### src/rtl/rdc_pkg.sv
`timescale 1ns/1ps
package rdc_pkg;
  localparam int IDX_W = 2;

  localparam int CTL_COMMIT = 0;
  localparam int CTL_LOCK   = 1;
  localparam int CTL_DONE   = 2;
  localparam int CTL_ERR    = 3;

  typedef enum logic [1:0] {
    SEL_BASE = 2'd0,
    SEL_SIZE = 2'd1,
    SEL_CTRL = 2'd2,
    SEL_NONE = 2'd3
  } regSel_e;

  typedef struct packed {
    logic             busy;
    logic             start;
    logic             finishOk;
    logic             finishFail;
    logic [IDX_W-1:0] idx;
    logic             chkValid;
    logic [IDX_W-1:0] chkIdx;
  } seqStrobe_t;
endpackage

### src/rtl/rdc_commit_seq.sv
`timescale 1ns/1ps
module rdc_commit_seq
  import rdc_pkg::*;
#(
  parameter int NUM_DEC    = 4,
  parameter int COMMIT_CYC = 4
) (
  input  logic               clk,
  input  logic               rstN,
  input  logic [NUM_DEC-1:0] pendVec,
  input  logic [NUM_DEC-1:0] abortVec,
  input  logic               overlapHit,
  output seqStrobe_t         strobe
);
  localparam int CNT_W = $clog2(COMMIT_CYC) + 1;

  logic             busy;
  logic [CNT_W-1:0] cnt;
  logic [IDX_W-1:0] cur;
  logic             failSeen;

  logic             pickAny;
  logic [IDX_W-1:0] pickIdx;
  logic             lastCyc;
  logic             aborted;
  logic             chkValid;
  logic             failNow;

  always_comb begin
    pickAny = 1'b0;
    pickIdx = '0;
    for (int k = NUM_DEC - 1; k >= 0; k--) begin
      if (pendVec[k] && !abortVec[k]) begin
        pickAny = 1'b1;
        pickIdx = IDX_W'(k);
      end
    end
  end

  always_comb begin
    lastCyc  = busy && (cnt == CNT_W'(COMMIT_CYC - 1));
    aborted  = busy && abortVec[cur];
    chkValid = busy && (cnt < CNT_W'(NUM_DEC)) && (cnt[IDX_W-1:0] != cur);
    failNow  = chkValid && overlapHit;

    strobe.busy       = busy;
    strobe.start      = !busy && pickAny;
    strobe.idx        = busy ? cur : pickIdx;
    strobe.chkValid   = chkValid;
    strobe.chkIdx     = cnt[IDX_W-1:0];
    strobe.finishOk   = lastCyc && !aborted && !failSeen && !failNow;
    strobe.finishFail = lastCyc && !aborted && (failSeen || failNow);
  end

  always_ff @(posedge clk) begin
    if (!rstN) begin
      busy     <= 1'b0;
      cnt      <= '0;
      cur      <= '0;
      failSeen <= 1'b0;
    end else if (!busy) begin
      if (pickAny) begin
        busy     <= 1'b1;
        cur      <= pickIdx;
        cnt      <= '0;
        failSeen <= 1'b0;
      end
    end else if (aborted || lastCyc) begin
      busy <= 1'b0;
    end else begin
      cnt      <= cnt + 1'b1;
      failSeen <= failSeen || failNow;
    end
  end

  // the decoder taken by the sequencer is no longer pending afterwards
  assert_start_clears_pend_R1: assert property (@(posedge clk) disable iff (!rstN)
    strobe.start |=> !pendVec[$past(strobe.idx)]);
endmodule

### src/rtl/rdc_range_bank.sv
`timescale 1ns/1ps
module rdc_range_bank
  import rdc_pkg::*;
#(
  parameter int NUM_DEC           = 4,
  parameter int ADDR_W            = 16,
  parameter int CLEAR_ON_UNCOMMIT = 1
) (
  input  logic               clk,
  input  logic               rstN,
  input  logic               wrEn,
  input  logic [IDX_W-1:0]   wrDec,
  input  logic [1:0]         wrSel,
  input  logic [ADDR_W-1:0]  wrData,
  input  logic [IDX_W-1:0]   rdDec,
  input  logic [1:0]         rdSel,
  output logic [ADDR_W-1:0]  rdData,
  input  logic [ADDR_W-1:0]  lookupAddr,
  output logic               hit,
  output logic [IDX_W-1:0]   hitIdx,
  input  seqStrobe_t         strobe,
  output logic [NUM_DEC-1:0] pendVec,
  output logic [NUM_DEC-1:0] abortVec,
  output logic               overlapHit
);
  localparam int END_W = ADDR_W + 1;

  logic [ADDR_W-1:0]  baseReg [NUM_DEC];
  logic [ADDR_W-1:0]  sizeReg [NUM_DEC];
  logic [ADDR_W-1:0]  shBase  [NUM_DEC];
  logic [ADDR_W-1:0]  shSize  [NUM_DEC];
  logic [NUM_DEC-1:0] commitBit, lockBit, doneBit, errBit, pendBit;

  logic [NUM_DEC-1:0] ctrlWr, rise, fall, inCheck, baseWr, sizeWr, ownSeq;

  always_comb begin
    for (int k = 0; k < NUM_DEC; k++) begin
      ctrlWr[k]  = wrEn && (wrDec == IDX_W'(k)) && (wrSel == SEL_CTRL)
                   && !(lockBit[k] && doneBit[k]);
      rise[k]    = ctrlWr[k] && wrData[CTL_COMMIT] && !commitBit[k];
      fall[k]    = ctrlWr[k] && !wrData[CTL_COMMIT] && commitBit[k];
      ownSeq[k]  = (strobe.idx == IDX_W'(k));
      inCheck[k] = pendBit[k] || (strobe.busy && ownSeq[k]);
      baseWr[k]  = wrEn && (wrDec == IDX_W'(k)) && (wrSel == SEL_BASE)
                   && !(lockBit[k] && inCheck[k]);
      sizeWr[k]  = wrEn && (wrDec == IDX_W'(k)) && (wrSel == SEL_SIZE)
                   && !(lockBit[k] && inCheck[k]);
    end
  end

  assign pendVec  = pendBit;
  assign abortVec = fall;

  always_ff @(posedge clk) begin
    if (!rstN) begin
      commitBit <= '0;
      lockBit   <= '0;
      doneBit   <= '0;
      errBit    <= '0;
      pendBit   <= '0;
      for (int k = 0; k < NUM_DEC; k++) begin
        baseReg[k] <= '0;
        sizeReg[k] <= '0;
        shBase[k]  <= '0;
        shSize[k]  <= '0;
      end
    end else begin
      for (int k = 0; k < NUM_DEC; k++) begin
        if (baseWr[k]) baseReg[k] <= wrData;
        if (sizeWr[k]) sizeReg[k] <= wrData;
        if (ctrlWr[k]) begin
          commitBit[k] <= wrData[CTL_COMMIT];
          lockBit[k]   <= wrData[CTL_LOCK];
        end
        if (rise[k])                                    pendBit[k] <= 1'b1;
        else if (fall[k] || (strobe.start && ownSeq[k])) pendBit[k] <= 1'b0;

        if (rise[k])                                     doneBit[k] <= 1'b0;
        else if (fall[k] && (CLEAR_ON_UNCOMMIT != 0))    doneBit[k] <= 1'b0;
        else if (strobe.finishOk && ownSeq[k])           doneBit[k] <= 1'b1;

        if (rise[k])                                errBit[k] <= 1'b0;
        else if (strobe.finishFail && ownSeq[k])    errBit[k] <= 1'b1;

        if (strobe.finishOk && ownSeq[k]) begin
          shBase[k] <= baseReg[k];
          shSize[k] <= sizeReg[k];
        end
      end
    end
  end

  // candidate (live registers) against one active shadow window per cycle
  logic [END_W-1:0] candEnd, otherEnd;
  always_comb begin
    candEnd    = {1'b0, baseReg[strobe.idx]} + {1'b0, sizeReg[strobe.idx]};
    otherEnd   = {1'b0, shBase[strobe.chkIdx]} + {1'b0, shSize[strobe.chkIdx]};
    overlapHit = strobe.chkValid && doneBit[strobe.chkIdx]
                 && (sizeReg[strobe.idx] != '0) && (shSize[strobe.chkIdx] != '0)
                 && ({1'b0, baseReg[strobe.idx]} < otherEnd)
                 && ({1'b0, shBase[strobe.chkIdx]} < candEnd);
  end

  // lowest index wins: scan downward so the last assignment is the lowest
  always_comb begin
    hit    = 1'b0;
    hitIdx = '0;
    for (int k = NUM_DEC - 1; k >= 0; k--) begin
      if (doneBit[k] && (shSize[k] != '0)
          && (lookupAddr >= shBase[k])
          && ({1'b0, lookupAddr} < ({1'b0, shBase[k]} + {1'b0, shSize[k]}))) begin
        hit    = 1'b1;
        hitIdx = IDX_W'(k);
      end
    end
  end

  always_comb begin
    rdData = '0;
    for (int k = 0; k < NUM_DEC; k++) begin
      if (rdDec == IDX_W'(k)) begin
        case (rdSel)
          SEL_BASE: rdData = baseReg[k];
          SEL_SIZE: rdData = sizeReg[k];
          SEL_CTRL: rdData = ADDR_W'({errBit[k], doneBit[k], lockBit[k], commitBit[k]});
          default:  rdData = '0;
        endcase
      end
    end
  end

  // a reported hit always names an active decoder
  assert_hit_active_R5: assert property (@(posedge clk) disable iff (!rstN)
    hit |-> doneBit[hitIdx]);

  for (genvar g = 0; g < NUM_DEC; g++) begin : gChk
    // activation only comes from a successful sequence for this decoder
    assert_done_from_seq_R1: assert property (@(posedge clk) disable iff (!rstN)
      $rose(doneBit[g]) |-> $past(strobe.finishOk && (strobe.idx == IDX_W'(g))));
    // shadow window frozen while the decoder stays active
    assert_shadow_frozen_R2: assert property (@(posedge clk) disable iff (!rstN)
      (doneBit[g] && $past(doneBit[g])) |-> ($stable(shBase[g]) && $stable(shSize[g])));
    // locked active decoder keeps its control state
    assert_lock_hold_R6: assert property (@(posedge clk) disable iff (!rstN)
      (lockBit[g] && doneBit[g]) |=>
        (lockBit[g] && doneBit[g] && (commitBit[g] == $past(commitBit[g]))));
    // locked range registers frozen during the check
    assert_lock_range_R7: assert property (@(posedge clk) disable iff (!rstN)
      (lockBit[g] && inCheck[g]) |=> ($stable(baseReg[g]) && $stable(sizeReg[g])));
    // a failed decoder is never active
    assert_err_excl_R8: assert property (@(posedge clk) disable iff (!rstN)
      !(doneBit[g] && errBit[g]));
  end
endmodule

### src/rtl/range_commit_decoder.sv
`timescale 1ns/1ps
module range_commit_decoder
  import rdc_pkg::*;
#(
  parameter int NUM_DEC           = 4,
  parameter int ADDR_W            = 16,
  parameter int COMMIT_CYC        = 4,
  parameter int CLEAR_ON_UNCOMMIT = 1
) (
  input  logic              clk,
  input  logic              rstN,
  input  logic              wrEn,
  input  logic [1:0]        wrDec,
  input  logic [1:0]        wrSel,
  input  logic [ADDR_W-1:0] wrData,
  input  logic [1:0]        rdDec,
  input  logic [1:0]        rdSel,
  output logic [ADDR_W-1:0] rdData,
  input  logic [ADDR_W-1:0] lookupAddr,
  output logic              hit,
  output logic [1:0]        hitIdx
);
  seqStrobe_t         strobe;
  logic [NUM_DEC-1:0] pendVec;
  logic [NUM_DEC-1:0] abortVec;
  logic               overlapHit;

  rdc_commit_seq #(
    .NUM_DEC   (NUM_DEC),
    .COMMIT_CYC(COMMIT_CYC)
  ) seq_i (
    .clk       (clk),
    .rstN      (rstN),
    .pendVec   (pendVec),
    .abortVec  (abortVec),
    .overlapHit(overlapHit),
    .strobe    (strobe)
  );

  rdc_range_bank #(
    .NUM_DEC          (NUM_DEC),
    .ADDR_W           (ADDR_W),
    .CLEAR_ON_UNCOMMIT(CLEAR_ON_UNCOMMIT)
  ) bank_i (
    .clk       (clk),
    .rstN      (rstN),
    .wrEn      (wrEn),
    .wrDec     (wrDec),
    .wrSel     (wrSel),
    .wrData    (wrData),
    .rdDec     (rdDec),
    .rdSel     (rdSel),
    .rdData    (rdData),
    .lookupAddr(lookupAddr),
    .hit       (hit),
    .hitIdx    (hitIdx),
    .strobe    (strobe),
    .pendVec   (pendVec),
    .abortVec  (abortVec),
    .overlapHit(overlapHit)
  );
endmodule

### config.mk
export PLATFORM = sky130hd
export DESIGN_NAME = range_commit_decoder
export DESIGN_NICKNAME = d
export VERILOG_FILES = /design/src/rtl/rdc_pkg.sv /design/src/rtl/rdc_commit_seq.sv /design/src/rtl/rdc_range_bank.sv /design/src/rtl/range_commit_decoder.sv
export SDC_FILE = /design/constraint.sdc
export NUM_CORES = 1
export LEC_CHECK = 0
export ABC_AREA = 1
export BUFFER_PORTS_ARGS = -buffer_cell sky130_fd_sc_hd__buf_2
export CAP_MARGIN = 5
export CORE_MARGIN = 8
export CORE_UTILIZATION = 58
export DETAILED_ROUTE_END_ITERATION = 12
export PLACE_DENSITY = 0.78
export SLEW_MARGIN = 20
export SYNTH_ARGS = -nofsm -noshare
export SYNTH_HDL_FRONTEND = slang
export SYNTH_HIERARCHICAL = 1
export SYNTH_SLANG_ARGS = --single-unit
### constraint.sdc
create_clock -name clk -period 8.31 [get_ports clk]
set_input_delay 1.662 -clock clk [delete_from_list [all_inputs] [get_ports clk]]
set_output_delay 1.662 -clock clk [all_outputs]
set_load 0.02 [all_outputs]
== Word-level counts from Yosys, hierarchy flattened ==
Memories as Yosys holds them, arrays and structs flattened. A register that Yosys moved wholly into a read port is not among the register bits.
Cells that the tools add are included.
W data, S select, Z words.

* Add/sub/neg operators: 7
* $lt $le $gt $ge: 13
* Equal/unequal tests: 16
* Mux-type cells: 103
* Bitwise gates (word level): 18
* Reductions and logical operators: 156

{| class="wikitable"
|+ Operators with widths
! kind !! count
|-
| $mux W16 || 20
|-
| $pmux W16 S3 || 4
|-
| $add A16 B16 Y17 || 6
|-
| $lt A16 B17 Y1 || 6
|-
| $logic_and A1 B1 Y1 || 99
|-
| $reduce_bool A16 Y1 || 6
|-
| $ge A16 B16 Y1 || 4
|-
| $mux W1 || 61
|-
| $mux W2 || 13
|-
| $logic_not A1 Y1 || 21
|-
| $eq A2 B2 Y1 const B || 8
|-
| $or A1 B1 Y1 || 16
|-
| $reduce_or A3 Y1 || 4
|-
| $eq A2 B1 Y1 const B || 5
|-
| $logic_not A2 Y1 || 5
|-
| $logic_or A1 B1 Y1 || 10
|-
| $reduce_bool A2 Y1 || 5
|-
| $mux W3 || 3
|-
| $reduce_or A2 Y1 || 4
|-
| $lt A2 B3 Y1 const B || 2
|-
| $bmux W1 S2 || 2
|-
| $reduce_and A2 Y1 || 2
|-
| $add A3 B1 Y3 const B || 1
|-
| $eq A3 B2 Y1 const B || 1
|-
| 4 further kinds || 5
|}

* Register bits: 27
* Memory bits (writable): 256
* Input port bits: 43
* Output and inout bits: 19
* Memories: 4

{| class="wikitable"
|+ Memory list
! memory !! depth !! bits a word !! rd ports !! clocked after Yosys merged registers in !! wr ports !! RTL line !! text
|-
| bank_i.baseReg || 4 || 16 || 5 || 0 || 4 || rdc_range_bank.sv:28 || <nowiki>logic [ADDR_W-1:0] baseReg [NUM_DEC];</nowiki>
|-
| bank_i.shBase || 4 || 16 || 5 || 1 || 4 || rdc_range_bank.sv:30 || <nowiki>logic [ADDR_W-1:0] shBase [NUM_DEC];</nowiki>
|-
| bank_i.shSize || 4 || 16 || 5 || 1 || 4 || rdc_range_bank.sv:31 || <nowiki>logic [ADDR_W-1:0] shSize [NUM_DEC];</nowiki>
|-
| bank_i.sizeReg || 4 || 16 || 5 || 0 || 4 || rdc_range_bank.sv:29 || <nowiki>logic [ADDR_W-1:0] sizeReg [NUM_DEC];</nowiki>
|}

== Longest topological paths before layout ==
An unclocked memory read counts as a cell.

* Depth in word-level cells: 27
* Depth in mapped cells: 44
* Mapped depth without buffers: 42

== Cells and area by module ==
The synthesis kept the hierarchy.

{| class="wikitable"
|+ Modules (own cells, without submodules)
! module !! instances !! cells an instance !! area an instance (um^2)
|-
| rdc_range_bank || 1 || 2,671 || 21,386.8
|-
| rdc_commit_seq || 1 || 83 || 559.3
|}

== Worst setup path after synthesis ==
Ideal clock, no wire load.

* Path kind: in2reg
* Start point: input wrEn
* End point: memory bank_i.shBase[0][0] (enable)
* Setup time: 0.466 ns
* Data arrival time: 8.298 ns
* Setup slack: -0.453 ns
* Stages: 39
* Cell sequence: inv_2 nor3_2 o211ai_1 nor3_1 inv_1 nand2_1 nand4_1 o21ai_0 inv_2 nand2_2 buf_6 inv_2 a22oi_2 nand3_1 ha_1 fa_1 nand3_1 nand3_1 [... 3 more ...] nand2_1 nand2_1 nand2_1 a21oi_1 xor2_1 ha_1 nand2_1 inv_1 nand4_1 nor2_1 nor2_1 nand3_1 nor2_1 nand3_2 nand2_1 nor2_1 inv_1 o21ai_0

{| class="wikitable"
|+ RTL lines
! element !! RTL line !! text
|-
| start, declared || range_commit_decoder.sv:12 || <nowiki>input logic wrEn,</nowiki>
|-
| end, declared || rdc_range_bank.sv:30 ||
|}

==> results.md <==
* Unrepaired setup endpoints after global routing: no
* Die Span X at 211 µm
* Worst-path clk slew at 60 ps
* FP Rows at between 70 and 80
* GP Congestion at roughly 1.0
* PortBufs at 61
* Final core utilization at 0.631
* Maximum clock path buffer count at 3
* Worst slew pin tran at 990 ps
* Largest cells by area after synthesis: edfxtp_1 35%, ha_1 14%, nand2_1 8.3%, nor2_1 7.1%, inv_1 6.6%
* Largest net degree at the start of global routing at 65
* Cell area after layout at roughly 0.024 mm²
* Core Box Area at 0.0375 mm²
* CP Class: input pin to register
* Synth unique cells at 54
* H-tree depth at 1
* Clk_skew at 11.1 ps
* Worst-skew pair later-pin latency at ~540 ps
* Final Cycle Share at 0.931
* Static Leak at 11.0 nW
* Crit-path most repeated cell: nor2_1
* Grt total ovfl at 0
* CTS tree: built
* CTS buffer count at 26
* Synth Flop Type: edfxtp_1
* Clk sinks at between 200 and 300
* Setup violators final at 0
* Initial antenna violation count at 0
* Post-DP Area at 0.0227 mm²
* Area Growth Syn to Fin at 7.72%
* Required time worst endpoint at approximately 8500 ps
* Mapped Nets at around 3100
* Cell area power density at 163 mW/mm²
* Synthesized area at ~0.022 mm²
* CP arrival at 7930 ps
* Gate Count Post-Synth at between 2000 and 3000
* DPL Wire Length at 59.5 mm
* Die Span Y at 211 µm
* Max Fanout on Critical Path at 32
* Status: complete, no violations
* Rel. slew slack at 0.338
* Fin. Hold Viols at 0
* Top-count cell post-synth: nand2_1
* Wire per inst at 22.3 µm
* Fraction of layout cells with a size suffix above 1 at 0.0747
* Crit path launch type: input pin
* Synth async-reset ratio at 0
* Vias in the first global route at 19087
* ANT nets after route at 0
* Max stage delay on crit path at roughly 500 ps
* Drt first pass iters at 7
* Antenna diodes at 0
* WL final at between 70 and 80 mm
* VDD IR-drop max at approximately 0.19 mV
* Initial Util at 0.585
* Worst setup EP type: register
* Avg Inst Size Synth at 7.97 µm²
* # hold bufs at CTS at 0
* Number of synthesized flops with an enable pin at 256
* CP max-delay cell: ha_1
* Tmin final at 7740 ps
* Synth warnings at 6
* Setup TNS at 0 ps
* Hold WC Path Type: register to register
* Iteration-0 DRC Markers at 3102
* Vias at 20512
* Worst hold slack at 465 ps
* Max Cap Violations at 0
* Seq/Total Area, Yosys at 0.375
* Most instantiated cells after synthesis: 487 x nand2_1, 418 x nor2_1, 385 x inv_1
* Gr usage total at 0.324
* First-pass GRT wire length at 111 mm
* # DRC at 0
* Via density at approximately 6.2
* Fill cells at 3292
* Clk root buf: clkbuf_16
* Nets at between 3000 and 4000
* Die area at approximately 0.044 mm²
* Yosys top cell by area: edfxtp_1
* Achievable frequency at 129 MHz
* Boundary pin count at 62
* Count of pins over their slew limit at 0
* Area fraction of the dominant cell type after synthesis at 0.350
* Yosys reg bits at 283
-- path summary, 6_finish.rpt --
| kind | from | end | slack (ps) | depth (start not counted) |
|---|---|---|---|---|
| hold / removal | bank_i/errBit[2] | bank_i/errBit[2] | 460 | 2 |
| setup reg to reg | bank_i/doneBit[2] | bank_i/shBase[1][13] | 1400 | 38 |
| setup / recovery | wrDec[1] | bank_i/shBase[1][13] | 570 | 36 |
| hold reg to reg | bank_i/errBit[2] | bank_i/errBit[2] | 460 | 2 |
-- kinds of logic after synthesis --
| logic type | share of synthesized area |
|---|---|
| simple gates | 0.222 |
| buf+inv | 0.0871 |
| fa+ha+maj | 0.149 |
| compound gates | 0.133 |
| xor+xnor | 0.0335 |
| flops | 0.375 |
-- registers in the layout, summed over array words and instances, names as in the netlist --
signal / count
bank_i/doneBit: 4
bank_i/baseReg: 64
bank_i/shBase: 64
bank_i/lockBit: 4
seq_i/failSeen: 1
seq_i/cnt: 3
bank_i/shSize: 64
bank_i/pendVec: 4
seq_i/busy: 1
bank_i/commitBit: 4
bank_i/sizeReg: 64
bank_i/errBit: 4
seq_i/cur: 2
-- worst max-delay path: cells and delay by family --
kind            cells  cell delay (ps)
compound gates      8             1660
xor+xnor            1              160
fa+ha+maj           2              780
buf+inv             8             1380
simple gates       17             2230
-- final cells by class --
class                   instances  area [µm²]  area share
multi-input cells            1991       11800       0.501
flip-flops and latches        283        8230       0.348
inverters                     402        1510      0.0638
clock buffers                  29         662      0.0280
well taps                     511         639      0.0270
repair buffers                 90         527      0.0223
clock inverters                17         231     0.00979
-- layout by cell type, fill, tap and decap left out, types with 15 or more instances in the layout --
master,count
nor3_1,26
nand4_1,50
o21ai_0,71
o21ai_1,18
a21oi_1,233
nor2_1,415
a21o_1,15
buf_2,61
o22ai_1,84
xor2_1,37
buf_4,28
inv_1,384
ha_1,252
edfxtp_1,256
dfxtp_1,26
clkbuf_16,26
xnor2_1,47
nand3_1,104
nand2_1,486
inv_2,16
nor3_2,16
-- routing by layer --
metal	share of wire	up-vias	routed length, µm	track usage
met3	0.12	225	8850	0.0383
li1	-	9402	-	-
met4	0.051	0	3800	0.146
met2	0.44	1350	32500	0.511
met5	0	-	0	0
met1	0.39	9535	28900	0.445
-- power by group --
group | total, mW | internal, mW | switching (mW)
sequential | 1.67 | 1.61 | 0.0562
combinational | 0.932 | 0.314 | 0.618
clock | 1.26 | 0.733 | 0.527
total | 3.86 | 2.66 | 1.20
-- per-stage QoR --
| step | std cells | setup slack [ps] | total power, mW |
|---|---|---|---|
| global route | 3323 | 1.77 | 4.01 |
| finish | 3323 | 571 | 3.86 |
| floorplan | 2754 | -453 | 2.30 |
| detailed placement | 3277 | 101 | 2.60 |
| global placement | 3277 | 349 | 2.57 |
| CTS | 3323 | 622 | 3.83 |
-- what timing repair did --
item | 4_1_cts | 5_1_grt
resized for setup | 0 | 3
setup buffers | 0 | 0
setup endpoints to repair | 0 | 192
(Power assumes the default switching activity.)
